### config.mk
export PLATFORM = sky130hd
export DESIGN_NAME = ldt_timer
export DESIGN_NICKNAME = d
export VERILOG_FILES = /design/src/rtl/ldt_pkg.sv /design/src/rtl/ldt_latch.sv /design/src/rtl/ldt_counter.sv /design/src/rtl/ldt_flag.sv /design/src/rtl/ldt_timer.sv
export SDC_FILE = /design/constraint.sdc
export NUM_CORES = 1
export LEC_CHECK = 0
export ABC_AREA = 1
export BUFFER_PORTS_ARGS = -buffer_cell sky130_fd_sc_hd__buf_4
export CELL_PAD_IN_SITES_DETAIL_PLACEMENT = 1
export CELL_PAD_IN_SITES_GLOBAL_PLACEMENT = 2
export CORE_UTILIZATION = 30
export DETAILED_ROUTE_END_ITERATION = 8
export PLACE_DENSITY_LB_ADDON = 0.1
export SKIP_CTS_REPAIR_TIMING = 1
export SYNTH_ARGS = -nofsm -noshare
export SYNTH_HDL_FRONTEND = slang
export SYNTH_SLANG_ARGS = --single-unit
### constraint.sdc
create_clock -name clk -period 1.4 [get_ports clk]
set_clock_uncertainty 0.05 [all_clocks]
set_input_delay 0 -clock clk [delete_from_list [all_inputs] [get_ports clk]]
set_output_delay 0 -clock clk [all_outputs]
set_load 0.02 [all_outputs]
### src/rtl/ldt_pkg.sv
package ldt_pkg;
  typedef enum logic [1:0] {
    SLOT_CNT_LO = 2'd0,
    SLOT_CNT_HI = 2'd1,
    SLOT_LAT_LO = 2'd2,
    SLOT_LAT_HI = 2'd3
  } ldt_slot_e;

  localparam logic [1:0] MODE_CONTINUOUS = 2'b01;

  function automatic logic ldt_is_continuous(input logic [1:0] m);
    return m == MODE_CONTINUOUS;
  endfunction
endpackage

### src/rtl/ldt_latch.sv
module ldt_latch #(
  parameter int BYTE_W = 8,
  localparam int CNT_W = 2 * BYTE_W
) (
  input  logic              clk,
  input  logic              rst_n,
  input  logic              wr_lo,
  input  logic              wr_hi,
  input  logic [BYTE_W-1:0] wdata,
  output logic [CNT_W-1:0]  latch
);
  always_ff @(posedge clk) begin
    if (!rst_n) begin
      latch <= '1;
    end else begin
      if (wr_lo) latch[BYTE_W-1:0] <= wdata;
      if (wr_hi) latch[CNT_W-1:BYTE_W] <= wdata;
    end
  end

  // high-byte write lands, low byte untouched
  assert_latch_hi_write_R5: assert property (@(posedge clk) disable iff (!rst_n)
    wr_hi && !wr_lo |=> latch[CNT_W-1:BYTE_W] == $past(wdata)
                        && latch[BYTE_W-1:0] == $past(latch[BYTE_W-1:0]));
  // low-byte write leaves the high byte alone
  assert_latch_lo_write_R3: assert property (@(posedge clk) disable iff (!rst_n)
    wr_lo && !wr_hi |=> latch[BYTE_W-1:0] == $past(wdata)
                        && latch[CNT_W-1:BYTE_W] == $past(latch[CNT_W-1:BYTE_W]));
  assert_latch_hold_R3: assert property (@(posedge clk) disable iff (!rst_n)
    !wr_lo && !wr_hi |=> $stable(latch));
endmodule

### src/rtl/ldt_counter.sv
module ldt_counter #(
  parameter int CNT_W = 16
) (
  input  logic             clk,
  input  logic             rst_n,
  input  logic             tick,
  input  logic             cont,
  input  logic             load,
  input  logic [CNT_W-1:0] load_val,
  input  logic [CNT_W-1:0] latch,
  output logic [CNT_W-1:0] count,
  output logic             fire,
  output logic             reload_evt
);
  localparam logic [CNT_W-1:0] ALL_ONES = '1;

  logic wrapped;
  logic armed;
  logic at_zero;
  logic step;

  // next counter value on a tick: reload after a rollover in continuous mode
  function automatic logic [CNT_W-1:0] next_count(
    input logic [CNT_W-1:0] cur,
    input logic [CNT_W-1:0] lat,
    input logic             was_wrapped,
    input logic             is_cont);
    if (was_wrapped && is_cont) return lat;
    return cur - 1'b1;
  endfunction

  assign step       = tick && !load;
  assign at_zero    = (count == '0);
  assign fire       = step && at_zero && (cont || armed);
  assign reload_evt = step && wrapped && cont;

  always_ff @(posedge clk) begin
    if (!rst_n) begin
      count   <= ALL_ONES;
      wrapped <= 1'b0;
      armed   <= 1'b0;
    end else if (load) begin
      count   <= load_val;
      wrapped <= 1'b0;
      armed   <= 1'b1;
    end else if (tick) begin
      count   <= next_count(count, latch, wrapped, cont);
      wrapped <= at_zero;
      if (fire) armed <= 1'b0;
    end
  end

  assert_hold_without_tick_R2: assert property (@(posedge clk) disable iff (!rst_n)
    !tick && !load |=> $stable(count));
  assert_load_value_R4: assert property (@(posedge clk) disable iff (!rst_n)
    load |=> count == $past(load_val));
  assert_rollover_all_ones_R8: assert property (@(posedge clk) disable iff (!rst_n)
    fire |=> count == ALL_ONES);
  assert_reload_from_latch_R9: assert property (@(posedge clk) disable iff (!rst_n)
    reload_evt |=> count == $past(latch));
  assert_single_event_R10: assert property (@(posedge clk) disable iff (!rst_n)
    fire && !cont |=> !fire);
endmodule

### src/rtl/ldt_flag.sv
module ldt_flag (
  input  logic clk,
  input  logic rst_n,
  input  logic set,
  input  logic clr,
  output logic flag
);
  always_ff @(posedge clk) begin
    if (!rst_n)   flag <= 1'b0;
    else if (set) flag <= 1'b1;
    else if (clr) flag <= 1'b0;
  end

  assert_set_wins_R8: assert property (@(posedge clk) disable iff (!rst_n)
    set |=> flag);
  assert_clear_R7: assert property (@(posedge clk) disable iff (!rst_n)
    clr && !set |=> !flag);
  assert_sticky_R8: assert property (@(posedge clk) disable iff (!rst_n)
    !clr && !set |=> flag == $past(flag));
endmodule

### src/rtl/ldt_timer.sv
module ldt_timer #(
  parameter int BYTE_W = 8
) (
  input  logic              clk,
  input  logic              rst_n,
  input  logic              tick_en,
  input  logic [1:0]        mode,
  input  logic              wr_en,
  input  logic              rd_en,
  input  logic [1:0]        addr,
  input  logic [BYTE_W-1:0] wdata,
  output logic [BYTE_W-1:0] rdata,
  output logic              irq_set,
  output logic              irq_flag
);
  import ldt_pkg::*;
  localparam int CNT_W = 2 * BYTE_W;

  ldt_slot_e        slot;
  logic             wr_lat_lo;
  logic             wr_lat_hi;
  logic             load_cnt;
  logic             flag_clr;
  logic             cont;
  logic [CNT_W-1:0] latch;
  logic [CNT_W-1:0] count;
  logic [CNT_W-1:0] load_val;
  logic             fire;
  logic             reload_evt;

  assign slot      = ldt_slot_e'(addr);
  assign cont      = ldt_is_continuous(mode);
  assign wr_lat_lo = wr_en && (slot == SLOT_CNT_LO || slot == SLOT_LAT_LO);
  assign wr_lat_hi = wr_en && (slot == SLOT_CNT_HI || slot == SLOT_LAT_HI);
  assign load_cnt  = wr_en && (slot == SLOT_CNT_HI);
  assign load_val  = {wdata, latch[BYTE_W-1:0]};
  assign flag_clr  = wr_lat_hi || (rd_en && slot == SLOT_CNT_LO);

  ldt_latch #(.BYTE_W(BYTE_W)) u_latch (
    .clk   (clk),
    .rst_n (rst_n),
    .wr_lo (wr_lat_lo),
    .wr_hi (wr_lat_hi),
    .wdata (wdata),
    .latch (latch)
  );

  ldt_counter #(.CNT_W(CNT_W)) u_counter (
    .clk        (clk),
    .rst_n      (rst_n),
    .tick       (tick_en),
    .cont       (cont),
    .load       (load_cnt),
    .load_val   (load_val),
    .latch      (latch),
    .count      (count),
    .fire       (fire),
    .reload_evt (reload_evt)
  );

  ldt_flag u_flag (
    .clk   (clk),
    .rst_n (rst_n),
    .set   (fire),
    .clr   (flag_clr),
    .flag  (irq_flag)
  );

  always_comb begin
    unique case (slot)
      SLOT_CNT_LO: rdata = count[BYTE_W-1:0];
      SLOT_CNT_HI: rdata = count[CNT_W-1:BYTE_W];
      SLOT_LAT_LO: rdata = latch[BYTE_W-1:0];
      default:     rdata = latch[CNT_W-1:BYTE_W];
    endcase
  end

  assign irq_set = fire;

  // a counter-high write never raises an interrupt in its own cycle
  assert_load_blocks_irq_R4: assert property (@(posedge clk) disable iff (!rst_n)
    load_cnt |-> !irq_set);
  // a high-byte counter read alone keeps the flag
  assert_hi_read_keeps_flag_R7: assert property (@(posedge clk) disable iff (!rst_n)
    rd_en && slot == SLOT_CNT_HI && !wr_en && irq_flag |=> irq_flag);
  // counter low byte is what rdata shows in slot 0
  assert_read_cnt_lo_R6: assert property (@(posedge clk) disable iff (!rst_n)
    slot == SLOT_CNT_LO |-> rdata == count[BYTE_W-1:0]);
endmodule

# Word level (Yosys, flattened, before mapping)
# Index checks and enable logic that the tools add are counted.
totals:
  ff_bits: 35
  input_bits: 17
  out_inout_bits: 10
  word_cells: 46
classes:
  n_addsub: 1
  n_eq_ne: 4
  mux: 14
  n_bitwise: 1
  reduce_logical: 20
op_table:
  columns: ["operator", "n"]
  rows:
  - ["2-to-1 mux 16 bit", 4]
  - ["case mux 8 bit (3 select lines)", 1]
  - ["logical NOT 16 bit", 1]
  - ["subtractor 16 x 1 -> 16 bit, second input constant", 1]
  - ["2-to-1 mux 1 bit", 9]
  - ["logical AND 1 bit", 8]
  - ["nonzero test 2 bit", 3]
  - ["equality test 2 x 1 -> 1 bit, second input constant", 2]
  - ["equality test 2 bit, second input constant", 2]
  - ["logical OR 1 bit", 4]
  - ["logical NOT 2 bit", 1]
  - ["AND reduction 2 bit", 1]
  - ["OR reduction 2 bit", 1]
  - ["logical NOT 1 bit", 1]
  - ["NOT 1 bit", 1]

# Logic depth before layout (Yosys ltp)
# Gate-level depths: netlist (run 1).
depth:
  ltp_word: 9
  ltp_mapped: 9
  depth_no_buf: 9

# By module
# A second synthesis (run 1) with hierarchy kept.
unflattened:
  cells_unflattened: 348
  hier_area_um2: 2339.7
modules_own_cells:
  columns: ["mod", "instances", "cells_per_inst", "area_per_inst_um2", "seq_area_each_um2"]
  rows:
  - ["ldt_counter", 1, 216, 1347.5, 360.3]
  - ["ldt_latch", 1, 70, 636.9, 320.3]
  - ["ldt_timer", 1, 56, 311.5, 0.0]
  - ["ldt_flag", 1, 6, 43.8, 20.0]

# Least setup slack after synthesis (run 1)
# No wires, ideal clock.
synth_timing:
  path_kind: "register -> output"
  from: "reg u_counter.count[0]"
  to: "out irq_set"
  arrival_time_ns: 1.258
  required_time_ns: 1.350
  slack_ns: 0.092
  stages_incl_launch_ff: 7
  n_path_buf: 0
  cell_sequence: "dfxtp_1 inv_1 ha_1 nand3_1 nor2_1 nand3_1 nor2_1"
synth_via:
  elab_chain_cells: 3
synth_lines:
  columns: ["item", "line_no", "rtl"]
  rows:
  - ["start: declaration", "ldt_counter.sv:11", "output logic [CNT_W-1:0] count,"]
  - ["start signal: assignment", "ldt_counter.sv:43", "count <= load_val;"]
  - ["start signal: assignment", "ldt_counter.sv:47", "count <= next_count(count, latch, wrapped, cont);"]
  - ["logical NOT 16 bit", "ldt_counter.sv:33", "assign at_zero = (count == '0);"]
  - ["logical AND 1 bit (2 in a row)", "ldt_counter.sv:34", "assign fire = step && at_zero && (cont || armed);"]
  - ["end: declaration", "ldt_timer.sv:13", "output logic irq_set,"]
# Every way passes these cells.

# Worst setup path in the final report (run 1)
layout_timing:
  from: "reg u_counter.count[1]"
  to: "out irq_set"
# Same word-level chain as after synthesis.

==> results of run 1 <==
-- metal layers --
layer | vias to the layer above | wire, um | track usage
li1 | 1211 | - | -
met1 | 1098 | 3950 | 0.340
met2 | 52 | 3820 | 0.372
met3 | 12 | 336 | 0.0298
met4 | 0 | 138 | 0.0712
met5 | - | 0 | 0
-- synth_stat cells, drive strengths merged --
master	instances
a21oi	17
o211ai	19
clkbuf	5
nor2	43
nand3	27
o21bai	1
o21ai	22
inv	44
buf	6
nand2	110
xor2	1
nand4	1
nor3	1
dfxtp	35
ha	1
o2111ai	6
a22oi	1
-- kinds of logic after synthesis --
| family | after synthesis | share of synthesized area |
|---|---|---|
| compound gates | 66 | 0.193 |
| fa+ha+maj | 1 | 0.00594 |
| buf+inv | 55 | 0.109 |
| xor+xnor | 1 | 0.00416 |
| simple gates | 182 | 0.356 |
| flops | 35 | 0.333 |
-- worst paths after layout --
check	from	end	slack, ns	cells past startpoint
setup / recovery	u_counter.count[1]$_SDFFE_PN1P_	irq_set	-0.12	7
hold / removal	wdata[3]	u_latch.latch[11]$_SDFFE_PN1P_	-0.04	3
setup reg to reg	u_counter.count[0]$_SDFFE_PN1P_	u_counter.count[11]$_SDFFE_PN1P_	0.02	9
hold reg to reg	u_counter.armed$_SDFFE_PN0P_	u_counter.armed$_SDFFE_PN0P_	0.41	2
-- layout make-up --
| type | instances | area, um^2 |
|---|---|---|
| Fill cell | 868 | 3930 |
| Clock inverter | 3 | 67.6 |
| Timing Repair Buffer | 57 | 443 |
| Multi-Input combinational cell | 250 | 1290 |
| Tap cell | 96 | 120 |
| Clock buffer | 5 | 68.8 |
| Sequential cell | 35 | 716 |
| Inverter | 44 | 165 |
-- stage by stage --
| stage | setup WS, ns | utilization | setup TNS (ns) |
|---|---|---|---|
| 2_1_floorplan | 0.0918 | - | 0 |
| 3_3_place_gp | -0.0128 | 0.368 | -0.0128 |
| 3_5_place_dp | -0.0234 | 0.368 | -0.0819 |
| 4_1_cts | -0.351 | 0.388 | -0.634 |
| 5_1_grt | -0.202 | 0.422 | -0.534 |
| 6_report | -0.121 | 0.422 | -0.121 |
-- cells in the final DEF, fill, tap and decap left out, drive strengths merged, types with 2 or more instances in the layout --
cell type,n
nor2,43
clkbuf,5
o21ai,22
nand2,110
nand3,27
o2111ai,6
a21oi,17
o211ai,19
bufinv,2
inv,44
dlygate4sd3,6
buf,51
dfxtp,35
-- sequential cells by signal, summed over array words and instances (netlist names) --
signal and cells:
u_flag.flag 1, u_counter.wrapped 1, u_counter.count 16, u_latch.latch 16
u_counter.armed 1
-- report_power, final --
group	total, mW	internal (mW)	switching, mW
Sequential	1.15	1.07	0.0795
Combinational	0.545	0.223	0.322
Clock	1.16	0.711	0.452
-- worst max-delay path, delay by kind of cell, from the launching register on --
family	cells	cell delay, ns
simple gates	4	0.42
fa+ha+maj	1	0.18
buf+inv	2	0.24
flops	1	0.33
==> metrics.md, run 1 <==
| Metric | Value |
|---|---|
| Die extent in x | 85.8 um |
| Non-filler instance count after layout | 490 |
| Peak fanout along the critical path | 4 |
| Top-Level Pins | 27 |
| Leakage component of the power | 1.38 nW |
| Final-report max-slew violation count | 0 |
| Largest buffer count on any clock path | 2 |
| Total power density per cell area | 996 nW/um^2 |
| Finished layout cell area | 2870 um^2 |
| Global-route usage over all layers | 0.237 |
| DRC violations left | 0 |
| Chain of cells forming the critical path | inv_2, ha_4, nand3_4, nor2_4, nand3_2, nor2_1, buf_4 |
| Wire length of the first global-routing pass | 13000 um |
| RSZ-0062 raised after global routing | yes |
| Start-to-end type of the worst setup path | reg2out |
| Core Rows | 30 |
| Clock-pin slew of the registers on the worst-case setup and hold paths | 0.09 ns |
| Cell count after placement | 470 |
| Register bit count reported by yosys | 35 |
| Final Hold Viols | 4 |
| Nature of the critical path startpoint | register |
| Inserted Clock Buffers | 5 |
| Critical path required time | 1.35 ns |
| Total Wirelength | 8240 um |
| Normalized max-slew margin | 0.630 |
| Warnings from Yosys | 0 |
| Run status | finished with violations |
| Cell chosen for the clock root | sky130_fd_sc_hd__clkbuf_8 |
| Share of cells above drive strength 1 | 0.254 |
| Via count of the first global-routing pass | 2380 |
| Maximum vdd ir drop | 473 uV |
| Die Outline Area | 7350 um^2 |
| Ratio of routed vias to standard cells | 4.84 |
| Yosys top cell by area | sky130_fd_sc_hd__dfxtp_1 |
| Number of port buffers | 26 |
| Clock period minus final worst setup slack | 1.52 ns |
| Smallest setup slack after layout | -0.121 ns |
| Clock latency on the worst-skew pair | 0.30 ns |
| Initial core utilization | 0.310 |
| Total power draw | 2.85 mW |
| Cell variety after synth | 23 |
| Net Count, Synth | 358 |
| Combined area of all synthesized cells | 2100 um^2 |
| Area share of the leading cell type in the synthesized netlist | 0.333 |
| Initial antenna violation count | 0 |
| Growth of design area from synthesis to finish | 36.2% |
| Final Hold Slack | -0.0379 ns |
| Crit path largest cell delay | 0.33 ns |
| Core region area | about 6800 um^2 |
| Post-DR wirelength/cell | 16.8 um |
| Die H | 85.8 um |
| Worst slew pin tran | 0.554 ns |
| Critical path data arrival time | 1.47 ns |
| Tcrit/Tclk final | 1.09 |
| Biggest area contributors in the synthesized netlist | sky130_fd_sc_hd__dfxtp_1 (33%), sky130_fd_sc_hd__nand2_1 (19%), sky130_fd_sc_hd__inv_1 (7.5%) |
| Nature of the critical path endpoint | output port |
| Sequential element share of the synthesized area | 0.333 |
| Crit-path slowest cell | sky130_fd_sc_hd__dfxtp_2 |
| Detailed Place HPWL | 6160 um |
| Grt total ovfl | 0 |
| Finish-stage setup viols | 1 |
| Antenna-violating nets left | 0 |
| Final estimated routing congestion in global placement | 0.840 |
| Placed inst area | 2500 um^2 |
| TritonCTS clock tree | yes |
| Diode count | 0 |
| H-tree depth | 2 |
| Net count, final | between 400 and 500 |
| Hold Crit Class | in2reg |
| Pin count of the biggest net entering global routing | 30 |
| Maximum achievable frequency | 657 MHz |
| Violated checks | negative hold slack, negative setup slack |
| Via count | 2373 |
| Drt initial violations | a little over 90 |
| Post-Syn Area per Cell | 6.19 um^2 |
| First-pass iteration count of the detailed router | 4 |
| Count of max-cap constraint violations | 0 |
| Synthesized instance count | 340 |
| Number of sinks on the clock net | 35 |
Note: power is estimated with default switching activity, not from simulation.
==> run 2, diff against run 1 <==
Clock period 1.4 ns to 1.5 ns, I/O delays scaled along.
==> metrics.md, run 2 (synthesis results as in run 1) <==
| Metric | Value |
|---|---|
| Via count of the first global-routing pass | 2271 |
| Sum of negative setup slack | 0 ns |
| Run status | finished with violations |
| Violated checks | negative hold slack |
| Post-DR wirelength/cell | 16.2 um |
| Final Hold Viols | 5 |
| Wire length of the first global-routing pass | 12500 um |
| Worst slew pin tran | approximately 0.58 ns |
| Non-filler instance count after layout | 475 |
| Growth of design area from synthesis to finish | 25.9% |
| Util after Layout | 0.390 |
| Initial core utilization | 0.310 |
| TritonCTS clock tree | yes |
| Antenna-violating nets left | 0 |
| Critical path required time | about 1.5 ns |
| First-pass iteration count of the detailed router | 4 |
| Inserted Clock Buffers | 5 |
| Die extent in x | 85.8 um |
| Diode count | 0 |
| Critical path startpoint | u_counter.count[0]$_SDFFE_PN1P_ |
| Number of sinks on the clock net | 35 |
| Final Hold Slack | -0.0185 ns |
| Normalized max-slew margin | 0.614 |
| Core region area | ~6800 um^2 |
| Hold Crit Class | in2reg |
| Clock-pin slew of the registers on the worst-case setup and hold paths | 0.08 ns |
| Peak fanout along the critical path | 4 |
| Nature of the critical path endpoint | output port |
| Die Outline Area | 7350 um^2 |
| Count of max-cap constraint violations | 0 |
| Initial antenna violation count | 0 |
| Die H | 85.8 um |
| Number of port buffers | 26 |
| End of the worst register-to-register path | u_counter.count[7]$_SDFFE_PN1P_ |
| Detailed Place HPWL | just under 6000 um |
| Start-to-end type of the worst setup path | reg2out |
| Source of the worst hold timing path | wdata[6] |
| Net count, final | between 300 and 400 |
| R2R cell count | 6 |
| Largest registers in the final layout | u_counter.count x16, u_latch.latch x16 |
| Maximum vdd ir drop | 432 uV |
| Nature of the critical path startpoint | register |
| Via count | 2303 |
| Critical path data arrival time | 1.43 ns |
| RR Startpoint | u_counter.count[2]$_SDFFE_PN1P_ |
| Finish-stage setup viols | 0 |
| H-tree depth | 2 |
| Ratio of routed vias to standard cells | just under 5 |
| Cell chosen for the clock root | sky130_fd_sc_hd__clkbuf_8 |
| Grt total ovfl | 0 |
| Share of cells above drive strength 1 | 0.190 |
| Cell count after placement | approximately 460 |
| Most common cell after layout, fill and taps aside | sky130_fd_sc_hd__nand2_1 |
| Hold Crit Endpoint | u_latch.latch[6]$_SDFFE_PN1P_ |
| Final-report max-slew violation count | 0 |
| Tcrit/Tclk final | 0.988 |
| Core Rows | 30 |
| Finished layout cell area | 2650 um^2 |
| Placement-stage worst setup slack | -0.00508 ns |
| Smallest setup slack after layout | 0.0187 ns |
| Final estimated routing congestion in global placement | 0.826 |
| Cell count of the worst hold path | 3 |
| Pin count of the biggest net entering global routing | 27 |
| Total power density per cell area | 845 nW/um^2 |
| Drt initial violations | 87 |
| Clock period minus final worst setup slack | 1.48 ns |
| Highest-count cells in the layout ignoring fill and taps | sky130_fd_sc_hd__nand2_1 (106), sky130_fd_sc_hd__inv_1 (40), sky130_fd_sc_hd__buf_4 (39) |
| DRC violations left | 0 |
| Largest buffer count on any clock path | 2 |
| Total power draw | ~2.2 mW |
| Global-route usage over all layers | 0.225 |
| Maximum achievable frequency | 675 MHz |
| Total Wirelength | 7710 um |
| Top-Level Pins | 27 |
| Leakage component of the power | 1.29 nW |
| Clock latency on the worst-skew pair | 0.29 ns |
| Placed inst area | 2440 um^2 |
| RSZ-0062 raised after global routing | yes |
| R2R setup slack | 0.05 ns |
-- run 2: changes by cell type in the layout (fill, tap and decap cells not counted), moves of 2 or more --
cell                            change
sky130_fd_sc_hd__nor2_2             -2
sky130_fd_sc_hd__o21ai_0            +2
sky130_fd_sc_hd__bufinv_16          -2
sky130_fd_sc_hd__nor2_4             -2
sky130_fd_sc_hd__dfxtp_2            -7
sky130_fd_sc_hd__clkbuf_1           +2
sky130_fd_sc_hd__dfxtp_1            +7
sky130_fd_sc_hd__dlygate4sd3_1      -3
sky130_fd_sc_hd__o21ai_1            -2
sky130_fd_sc_hd__nor2_1             +4
sky130_fd_sc_hd__buf_4             -12
-- run 2: where the power goes --
group | total [mW] | switching, mW | leakage [nW] | internal, mW
clock | 0.703 | 0.376 | 0.0422 | 0.327
sequential | 1.07 | 0.0725 | 0.288 | 0.993
combinational | 0.471 | 0.286 | 0.956 | 0.184
total | 2.24 | 0.735 | 1.29 | 1.50
-- run 2: worst max-delay path: stages, from the launching register on --
cell and delay (ns):
sky130_fd_sc_hd__dfxtp_2 0.34, sky130_fd_sc_hd__inv_2 0.09, sky130_fd_sc_hd__ha_4 0.17, sky130_fd_sc_hd__nand3_4 0.09, sky130_fd_sc_hd__nor2_4 0.11, sky130_fd_sc_hd__nand3_2 0.09, sky130_fd_sc_hd__nor2_1 0.12, sky130_fd_sc_hd__buf_4 0.14
-- run 2: worst max path at each step --
| stage | end | slack [ns] | cells past startpoint |
|---|---|---|---|
| global route | irq_set | -0.08 | 7 |
| floorplan | irq_set | 0.19 | 6 |
| finish | irq_set | 0.02 | 7 |
| CTS | irq_set | -0.26 | 7 |
| global placement | u_counter.count[8]$_SDFFE_PN1P_ | 0.03 | 8 |
| detailed placement | u_counter.count[8]$_SDFFE_PN1P_ | -0.005 | 8 |
-- run 2: area by class of cell --
class / count / area [um^2]
repair buffers: 42 / 323
clock buffers: 7 / 76.3
flip-flops and latches: 35 / 707
well taps: 96 / 120
clock inverters: 1 / 5.00
inverters: 44 / 165
multi-input cells: 250 / 1250
fillers: 901 / 4150
-- run 2: metal layers --
metal | GRT usage | part of all wire
met5 | 0 | 0
met2 | 0.349 | 0.44
met3 | 0.0279 | 0.030
met4 | 0.0561 | 0.013
met1 | 0.331 | 0.52
